**config.mk**
```make
export PLATFORM = sky130hd
export DESIGN_NAME = avg_cal_engine
export DESIGN_NICKNAME = d
export VERILOG_FILES = /design/src/rtl/avg_cal_engine.sv
export SDC_FILE = /design/constraint.sdc
export NUM_CORES = 1
export LEC_CHECK = 0
export ABC_AREA = 1
export BUFFER_PORTS_ARGS = -buffer_cell sky130_fd_sc_hd__buf_4
export CORE_MARGIN = 2
export CORE_UTILIZATION = 42
export CTS_CLUSTER_DIAMETER = 120
export DETAILED_ROUTE_END_ITERATION = 8
export GPL_ROUTABILITY_DRIVEN = 0
export MAX_ROUTING_LAYER = met4
export PLACE_DENSITY_LB_ADDON = 0.15
export SYNTH_ARGS = -nofsm -noshare
export SYNTH_HDL_FRONTEND = slang
export SYNTH_SLANG_ARGS = --single-unit
```
**constraint.sdc**
```tcl
create_clock -name clk -period 7.05 [get_ports clk]
set_input_delay 1.0575 -clock clk [delete_from_list [all_inputs] [get_ports clk]]
set_output_delay 1.0575 -clock clk [all_outputs]
set_load 0.01 [all_outputs]
```
**src/rtl/avg_cal_engine.sv**
```systemverilog
module avg_cal_engine #(
  parameter int DW        = 16,
  parameter int NAVG_LOG2 = 4,
  parameter int SETTLE_N  = 64,
  parameter int FRAC      = 16,
  parameter int GW        = FRAC + 2
) (
  input  logic                 clk,
  input  logic                 rst_n,
  input  logic                 conv_valid,
  input  logic signed [DW-1:0] conv_data,
  input  logic [1:0]           cmd,
  output logic                 drdy_n,
  output logic signed [DW-1:0] out_data,
  output logic signed [DW-1:0] offset_coef,
  output logic [GW-1:0]        gain_coef
);
  localparam int NAVG = 1 << NAVG_LOG2;
  localparam int AW   = DW + 1 + NAVG_LOG2;
  localparam int QW   = DW - 1 + FRAC;
  localparam int CMAX = (SETTLE_N > QW) ? ((SETTLE_N > NAVG) ? SETTLE_N : NAVG)
                                        : ((QW > NAVG) ? QW : NAVG);
  localparam int CNTW = $clog2(CMAX + 1);
  localparam int PW   = DW + GW + 2;
  localparam logic [GW-1:0] G_ONE = GW'(1) << FRAC;
  localparam logic [GW-1:0] G_MAX = '1;
  localparam logic [QW-1:0] DVD   = {{(DW-1){1'b1}}, {FRAC{1'b0}}};
  localparam logic signed [PW-1:0] HI = {{(GW+3){1'b0}}, {(DW-1){1'b1}}};
  localparam logic signed [PW-1:0] LO = ~HI;

  typedef enum logic [2:0] {S_IDLE, S_SETTLE, S_OFS, S_GAIN, S_DIV} st_t;
  st_t state;
  logic [CNTW-1:0] cnt;
  logic signed [AW-1:0] acc;
  logic [DW:0] rem, dvs;
  logic [QW-1:0] dvd;
  logic [QW-2:0] quo;

  logic busy, in_div;
  assign busy   = (state != S_IDLE);
  assign in_div = (state == S_DIV);

  logic signed [DW:0] diff, term;
  logic signed [PW-1:0] prod, scaled;
  logic signed [DW-1:0] sat;
  assign diff   = {conv_data[DW-1], conv_data} - {offset_coef[DW-1], offset_coef};
  assign prod   = diff * $signed({1'b0, gain_coef});
  assign scaled = prod >>> FRAC;
  assign sat    = (scaled > HI) ? HI[DW-1:0] : (scaled < LO) ? LO[DW-1:0] : scaled[DW-1:0];

  logic signed [AW-1:0] acc_nx;
  logic signed [DW:0] avg;
  assign term   = (state == S_GAIN) ? diff : {conv_data[DW-1], conv_data};
  assign acc_nx = acc + {{NAVG_LOG2{term[DW]}}, term};
  assign avg    = acc_nx[AW-1:NAVG_LOG2];

  logic [DW+1:0] trial;
  logic [DW:0] sub;
  logic ge;
  logic [QW-1:0] q_fin;
  assign trial = {rem, dvd[QW-1]};
  assign ge    = trial >= {1'b0, dvs};
  assign sub   = trial[DW:0] - dvs;
  assign q_fin = {quo, ge};

  always_ff @(posedge clk or negedge rst_n) begin
    if (!rst_n) begin
      state <= S_IDLE;  cnt <= '0;  acc <= '0;
      drdy_n <= 1'b1;   out_data <= '0;
      offset_coef <= '0; gain_coef <= G_ONE;
      rem <= '0; dvs <= '0; dvd <= '0; quo <= '0;
    end else begin
      drdy_n <= 1'b1;
      if (!busy) begin
        cnt <= '0;
        acc <= '0;
        case (cmd)
          2'b01:   state <= S_SETTLE;
          2'b10:   state <= S_OFS;
          2'b11:   state <= S_GAIN;
          default: if (conv_valid) begin
            out_data <= sat;
            drdy_n   <= 1'b0;
          end
        endcase
      end else if (in_div) begin
        rem <= ge ? sub : trial[DW:0];
        dvd <= dvd << 1;
        quo <= q_fin[QW-2:0];
        cnt <= cnt + CNTW'(1);
        if (cnt == CNTW'(QW-1)) begin
          gain_coef <= (|q_fin[QW-1:GW]) ? G_MAX : q_fin[GW-1:0];
          drdy_n    <= 1'b0;
          state     <= S_IDLE;
        end
      end else if (conv_valid) begin
        cnt <= cnt + CNTW'(1);
        if (state == S_SETTLE) begin
          if (cnt == CNTW'(SETTLE_N-1)) state <= S_IDLE;
        end else begin
          acc <= acc_nx;
          if (cnt == CNTW'(NAVG-1)) begin
            cnt <= '0;
            if (state == S_OFS) begin
              offset_coef <= avg[DW-1:0];
              drdy_n      <= 1'b0;
              state       <= S_IDLE;
            end else if (avg[DW] || avg == '0) begin
              gain_coef <= G_MAX;
              drdy_n    <= 1'b0;
              state     <= S_IDLE;
            end else begin
              dvs   <= avg;
              rem   <= '0;
              dvd   <= DVD;
              quo   <= '0;
              state <= S_DIV;
            end
          end
        end
      end
    end
  end
endmodule


```
==> results of run 1 <==
## worst paths after layout
check / start / end / slack [ns] / depth (start not counted)
setup / recovery: conv_data[0] / out_data[13]$_DFFE_PN0P_ / -0.35 / 40
hold / removal: rst_n / out_data[1]$_DFFE_PN0P_ / 0.45 / 1
setup reg to reg: offset_coef[2]$_DFFE_PN0P_ / out_data[13]$_DFFE_PN0P_ / -0.10 / 35
hold reg to reg: gain_coef[3]$_DFFE_PN0P_ / gain_coef[3]$_DFFE_PN0P_ / 0.48 / 2
max in group asynchronous: rst_n / offset_coef[2]$_DFFE_PN0P_ / 5.34 / 2
min in group clk: gain_coef[3]$_DFFE_PN0P_ / gain_coef[3]$_DFFE_PN0P_ / 0.48 / 2
## cells in the final DEF (no fill, tap or decap), drive strengths merged, types with 24 or more instances in the layout
cell type	netlist	layout
dfrtp	159	159
nor2	252	252
a21oi	122	122
buf	23	314
xor2	24	24
fa	241	241
nor3	25	25
o21ai	127	127
nand4	28	28
inv	560	561
nand3	80	80
ha	181	181
nand2	714	714
## timing repair
item                                    4_1_cts  5_1_grt
resized for setup                            85       38
endpoints found under the setup margin       16       16
pin swaps                                    44       23
buffers inserted                             13        2
gates cloned                                  1        0
hold endpoints to repair                      0        0
## logic make-up (layout without fill, tap and decap cells)
kind of cell / after synthesis / count (layout) / synth area share, %
simple gates: 1138 / 1138 / 23.2
buf+inv: 639 / 911 / 12.1
fa+ha+maj: 422 / 422 / 35.0
compound gates: 296 / 296 / 7.82
flops: 161 / 161 / 19.9
xor+xnor: 42 / 42 / 1.86
## registers in the layout, indices dropped and copies added (netlist names)
name and flops:
offset_coef 16, state 3, out_data 16, dvs 17, dvd 15, rem 17, drdy_n 1, cnt 7
acc 21, quo 30, gain_coef 18
## routing by layer
metal	part of all wire, %	vias up	GRT usage [%]
li1	-	8761	-
met3	5.4	121	4.53
met5	0	-	-
met1	44	8674	32.7
met2	46	451	42.0
met4	4.1	0	10.4
## cell type report
type | count | area (um2)
clock buffer | 18 | 429
clock inverter | 14 | 133
fill | 4636 | 23000
inverter | 565 | 2150
multi-input combinational | 1898 | 14600
sequential | 161 | 4030
tap | 615 | 769
timing repair buffer | 314 | 2520
## stage by stage
step | cell area [um2] | util, % | cells | hold WS [ns] | TNS (ns)
after floorplan | 20700 | - | 2698 | 0.442 | -5.07
after global placement | 23500 | 49.2 | 3539 | 0.460 | -18.77
after detailed placement | 23500 | 49.2 | 3539 | 0.460 | -17.88
after CTS | 24500 | 51.4 | 3585 | 0.420 | -4.03
final | 24600 | 51.6 | 3585 | 0.449 | -4.87
after global routing | 24600 | 51.6 | 3585 | 0.452 | -9.86
## worst max-delay path: cells and delay by family
kind	cells	cell delay [ns]
and+or+nand+nor	14	1.28
buffers and inverters	10	0.77
AOI/OAI and AO/OA	7	0.76
adders and majority gates	9	3.86
==> flow_metrics.py, run 1 <==
metrics = {
    "run_status": {
        "outcome": "finished with violations",
        "failed_checks": "setup timing",
    },
    "die": {
        "initial_core_util_pct": 42.5,
        "ioPinCount": 72,
        "die_area_mm2": 0.0499,
        "die_h_um": 223,
        "fp.coreArea_mm2": 0.0476,
        "rows": 80,
        "die_x_um": 223,
    },
    "synth": {
        "syn-instance-count": 2698,
        "ys_seq_elements": 161,
        "netlist.area_leader.share_pct": 23.8,
        "synthArstFlopShare_pct": 100,
        "synthTopCellsByArea": "fa_1 (24%), dfrtp_1 (20%), nand2_1 (13%)",
        "synth.distinct_cells": 50,
        "synthMostInstantiatedCell": "nand2_1",
        "synth_nets": 3141,
        "yosysSeqAreaShare_pct": 19.9,
        "synth_top_cell_by_area": "fa_1",
        "synth-main-ff-cell": "dfrtp_1",
        "synth_edf_count": 0,
        "yosys_warnings": 0,
        "avgSynthCellArea_um2": 7.50,
        "ys_top_cells_by_count": "nand2_1 (705), inv_1 (552), nor2_1 (250)",
        "syn_area_mm2": 0.0202,
    },
    "grt": {
        "grt_use_total_pct": 26.1,
        "gr-total-overflow": 0,
        "grt_max_degree": 71,
        "grt_pass1_wl_um": 98500,
        "antenna_found_initial": 0,
        "first_global_vias": 18600,
    },
    "worst_setup_path": {
        "critical_path_class": "primary input to flop",
        "cp-end-kind": "flop",
        "start_kind": "primary input",
        "crit_arrival_ns": 7.75,
        "required_ns": 7.40,
        "critPathSlowestCell": "fa_1",
        "cpPeakStageDelay_ns": 0.52,
        "crit_top_cell": "inv_2",
        "crit_fanout": 8,
    },
    "sta": {
        "period_share_pct": 105,
        "grt_setup_unrepaired": "true",
        "fmax_mhz": 135,
        "finalHoldViolCount": 0,
        "slew_headroom_pct": 36.4,
        "setup-violations-final": 15,
        "fin_ws_ns": -0.348,
        "finalClockSkew_ns": 0.00903,
        "maxSlewViolCount": 0,
        "fin_crit_ns": 7.40,
        "worst_pin_slew_ns": 0.950,
    },
    "cts": {
        "clock-sinks": 161,
        "path_clk_slew_ns": 0.07,
        "clockRootBuffer": "clkbuf_16",
        "clk_latency_ns": 0.46,
        "cts_buffers": 17,
        "clk_path_buf_depth": 2,
        "cts_tree": "built",
        "cts_hold_buf": 0,
        "cts.htree.levels": 4,
    },
    "routing": {
        "wl_um": 60700,
        "dr.pass1.iters": 6,
        "wl_per_cell_um": 16.9,
        "vias": 18000,
        "via_per_inst": 5.02,
        "ant_nets": 0,
        "drt_iter0_drc": 994,
        "drc": 0,
    },
    "final_layout": {
        "final_layout_size_suffix_gt1_share_pct": 18.7,
        "finalNetCount": 3400,
        "area_growth_pct": 21.6,
        "insertedDiodeCount": 0,
    },
    "flow_run": {
        "drv_cap": 0,
    },
    "placement": {
        "port_buffers": 71,
        "place_ws_ns": -1.17,
        "place_hpwl_um": 49900,
    },
    "hold_path": {
        "hold_path.class": "primary input to asynchronous set/reset pin",
    },
}
Power of run 1 is left out: the tool's default activity adds up to more than one toggle a clock period on the data nets, which glitch-free logic cannot reach.
==> inputs of run 2 (changes only) <==
Settings changed: CTS_CLUSTER_SIZE set to 40, RECOVER_POWER set to 100, SLEW_MARGIN set to 20.
==> flow_metrics.py, run 2 (same netlist as run 1, synthesis figures left out) <==
metrics = {
    "sta": {
        "fin_crit_ns": 7.41,
        "maxSlewViolCount": 166,
        "worst_pin_slew_ns": 3.86,
        "period_share_pct": 105,
        "fin_ws_ns": -0.355,
        "worst_hold_slack_ns": 0.476,
        "fmax_mhz": 135,
        "grt_setup_unrepaired": "true",
        "slew_headroom_pct": -157,
        "setup-violations-final": 15,
        "finalHoldViolCount": 0,
        "finalClockSkew_ns": 0.00878,
    },
    "routing": {
        "wl_per_cell_um": 16.9,
        "vias": 18000,
        "via_per_inst": 5.01,
        "drt_iter0_drc": 1071,
        "drc": 0,
        "wl_um": 60600,
        "ant_nets": 0,
        "dr.pass1.iters": 6,
    },
    "die": {
        "die_x_um": 223,
        "rows": 80,
        "initial_core_util_pct": 42.5,
        "die_area_mm2": 0.0499,
        "die_h_um": 223,
        "ioPinCount": 72,
        "fp.coreArea_mm2": 0.0476,
    },
    "worst_setup_path": {
        "critical_path_class": "primary input to flop",
        "start_kind": "primary input",
        "crit_arrival_ns": 7.76,
        "crit_fanout": 8,
        "required_ns": 7.40,
        "crit_top_cell": "inv_2",
        "cp-end-kind": "flop",
        "cpPeakStageDelay_ns": 0.52,
        "critPathSlowestCell": "fa_1",
    },
    "cts": {
        "clk_path_buf_depth": 2,
        "cts.htree.levels": 4,
        "cts_buffers": 17,
        "path_clk_slew_ns": 0.07,
        "clock-sinks": 161,
        "clk_latency_ns": 0.47,
        "clockRootBuffer": "clkbuf_16",
        "cts_tree": "built",
    },
    "final_layout": {
        "largest_register": "quo",
        "final_layout_size_suffix_gt1_share_pct": 17.4,
        "insertedDiodeCount": 0,
        "largest_register_ffs": 30,
        "top_regs": "quo: 30 flops, acc: 21 flops, gain_coef: 18 flops",
        "final_common_cell": "nand2_1",
        "post-route-util_pct": 51.3,
        "nFillCells": 4672,
        "finalNetCount": 3400,
        "most-common-layout-cells": "nand2_1 (676), inv_1 (527), buf_4 (252)",
        "area_growth_pct": 20.9,
    },
    "placement": {
        "place_ws_ns": -1.17,
        "port_buffers": 71,
        "place_hpwl_um": 49900,
    },
    "run_status": {
        "outcome": "finished with violations",
        "failed_checks": "capacitance limit, slew limit, setup timing",
    },
    "grt": {
        "grt_pass1_wl_um": 98500,
        "first_global_vias": 18600,
        "grt_use_total_pct": 26.1,
        "antenna_found_initial": 0,
        "grt_max_degree": 71,
        "gr-total-overflow": 0,
    },
    "flow_run": {
        "drv_cap": 3,
    },
    "hold_path": {
        "hold_path.class": "flop to flop",
    },
}
==> run 2: repair_timing <==
| action | in CTS | in global routing |
|---|---|---|
| pin swaps | 44 | 23 |
| gates resized for setup | 85 | 38 |
| endpoints found under the hold margin | 0 | 0 |
| hold buffers | 0 | 0 |
| cloned | 1 | 0 |
| setup endpoints to repair | 16 | 16 |
| setup buffers | 13 | 2 |
==> run 2: worst paths after layout <==
path / from / end / slack (ns) / depth (start not counted)
worst min register to register: gain_coef[3]$_DFFE_PN0P_ / gain_coef[3]$_DFFE_PN0P_ / 0.48 / 2
min in group asynchronous: rst_n / out_data[1]$_DFFE_PN0P_ / 0.98 / 1
worst max-delay path: conv_data[0] / out_data[13]$_DFFE_PN0P_ / -0.36 / 40
max in group asynchronous: rst_n / offset_coef[2]$_DFFE_PN0P_ / 1.67 / 2
worst max register to register: offset_coef[0]$_DFFE_PN0P_ / out_data[13]$_DFFE_PN0P_ / -0.08 / 38
worst min-delay path: gain_coef[3]$_DFFE_PN0P_ / gain_coef[3]$_DFFE_PN0P_ / 0.48 / 2
==> run 2: cell type report <==
class / instances / area (um2) / share of cell area (%)
sequential: 161 / 4030 / 16.5
multi-input combinational: 1898 / 14600 / 59.6
inverter: 565 / 2150 / 8.81
clock inverter: 14 / 133 / 0.542
timing repair buffer: 314 / 2370 / 9.70
clock buffer: 18 / 429 / 1.76
tap: 615 / 769 / 3.15
==> run 2: worst max-delay path, delay by kind of cell <==
kind | cells | cell delay, ns
compound gates | 7 | 0.76
fa+ha+maj | 9 | 3.86
buf+inv | 10 | 0.77
simple gates | 14 | 1.28
==> run 2: metal layers <==
metal | GRT usage, % | part of all wire [%] | up-vias
met2 | 42.0 | 47 | 441
met5 | - | 0 | -
met4 | 10.4 | 4.1 | 0
met3 | 4.53 | 5.2 | 118
li1 | - | - | 8763
met1 | 32.7 | 44 | 8652
==> run 2: through the flow <==
stage	area (um2)	cells	TNS [ns]
after detailed placement	23500	3539	-17.88
after global routing	24500	3585	-9.86
after floorplan	20700	2698	-5.07
final	24500	3585	-5.00
after global placement	23500	3539	-18.77
after CTS	24500	3585	-4.03
Power of run 2 is left out for the same reason.
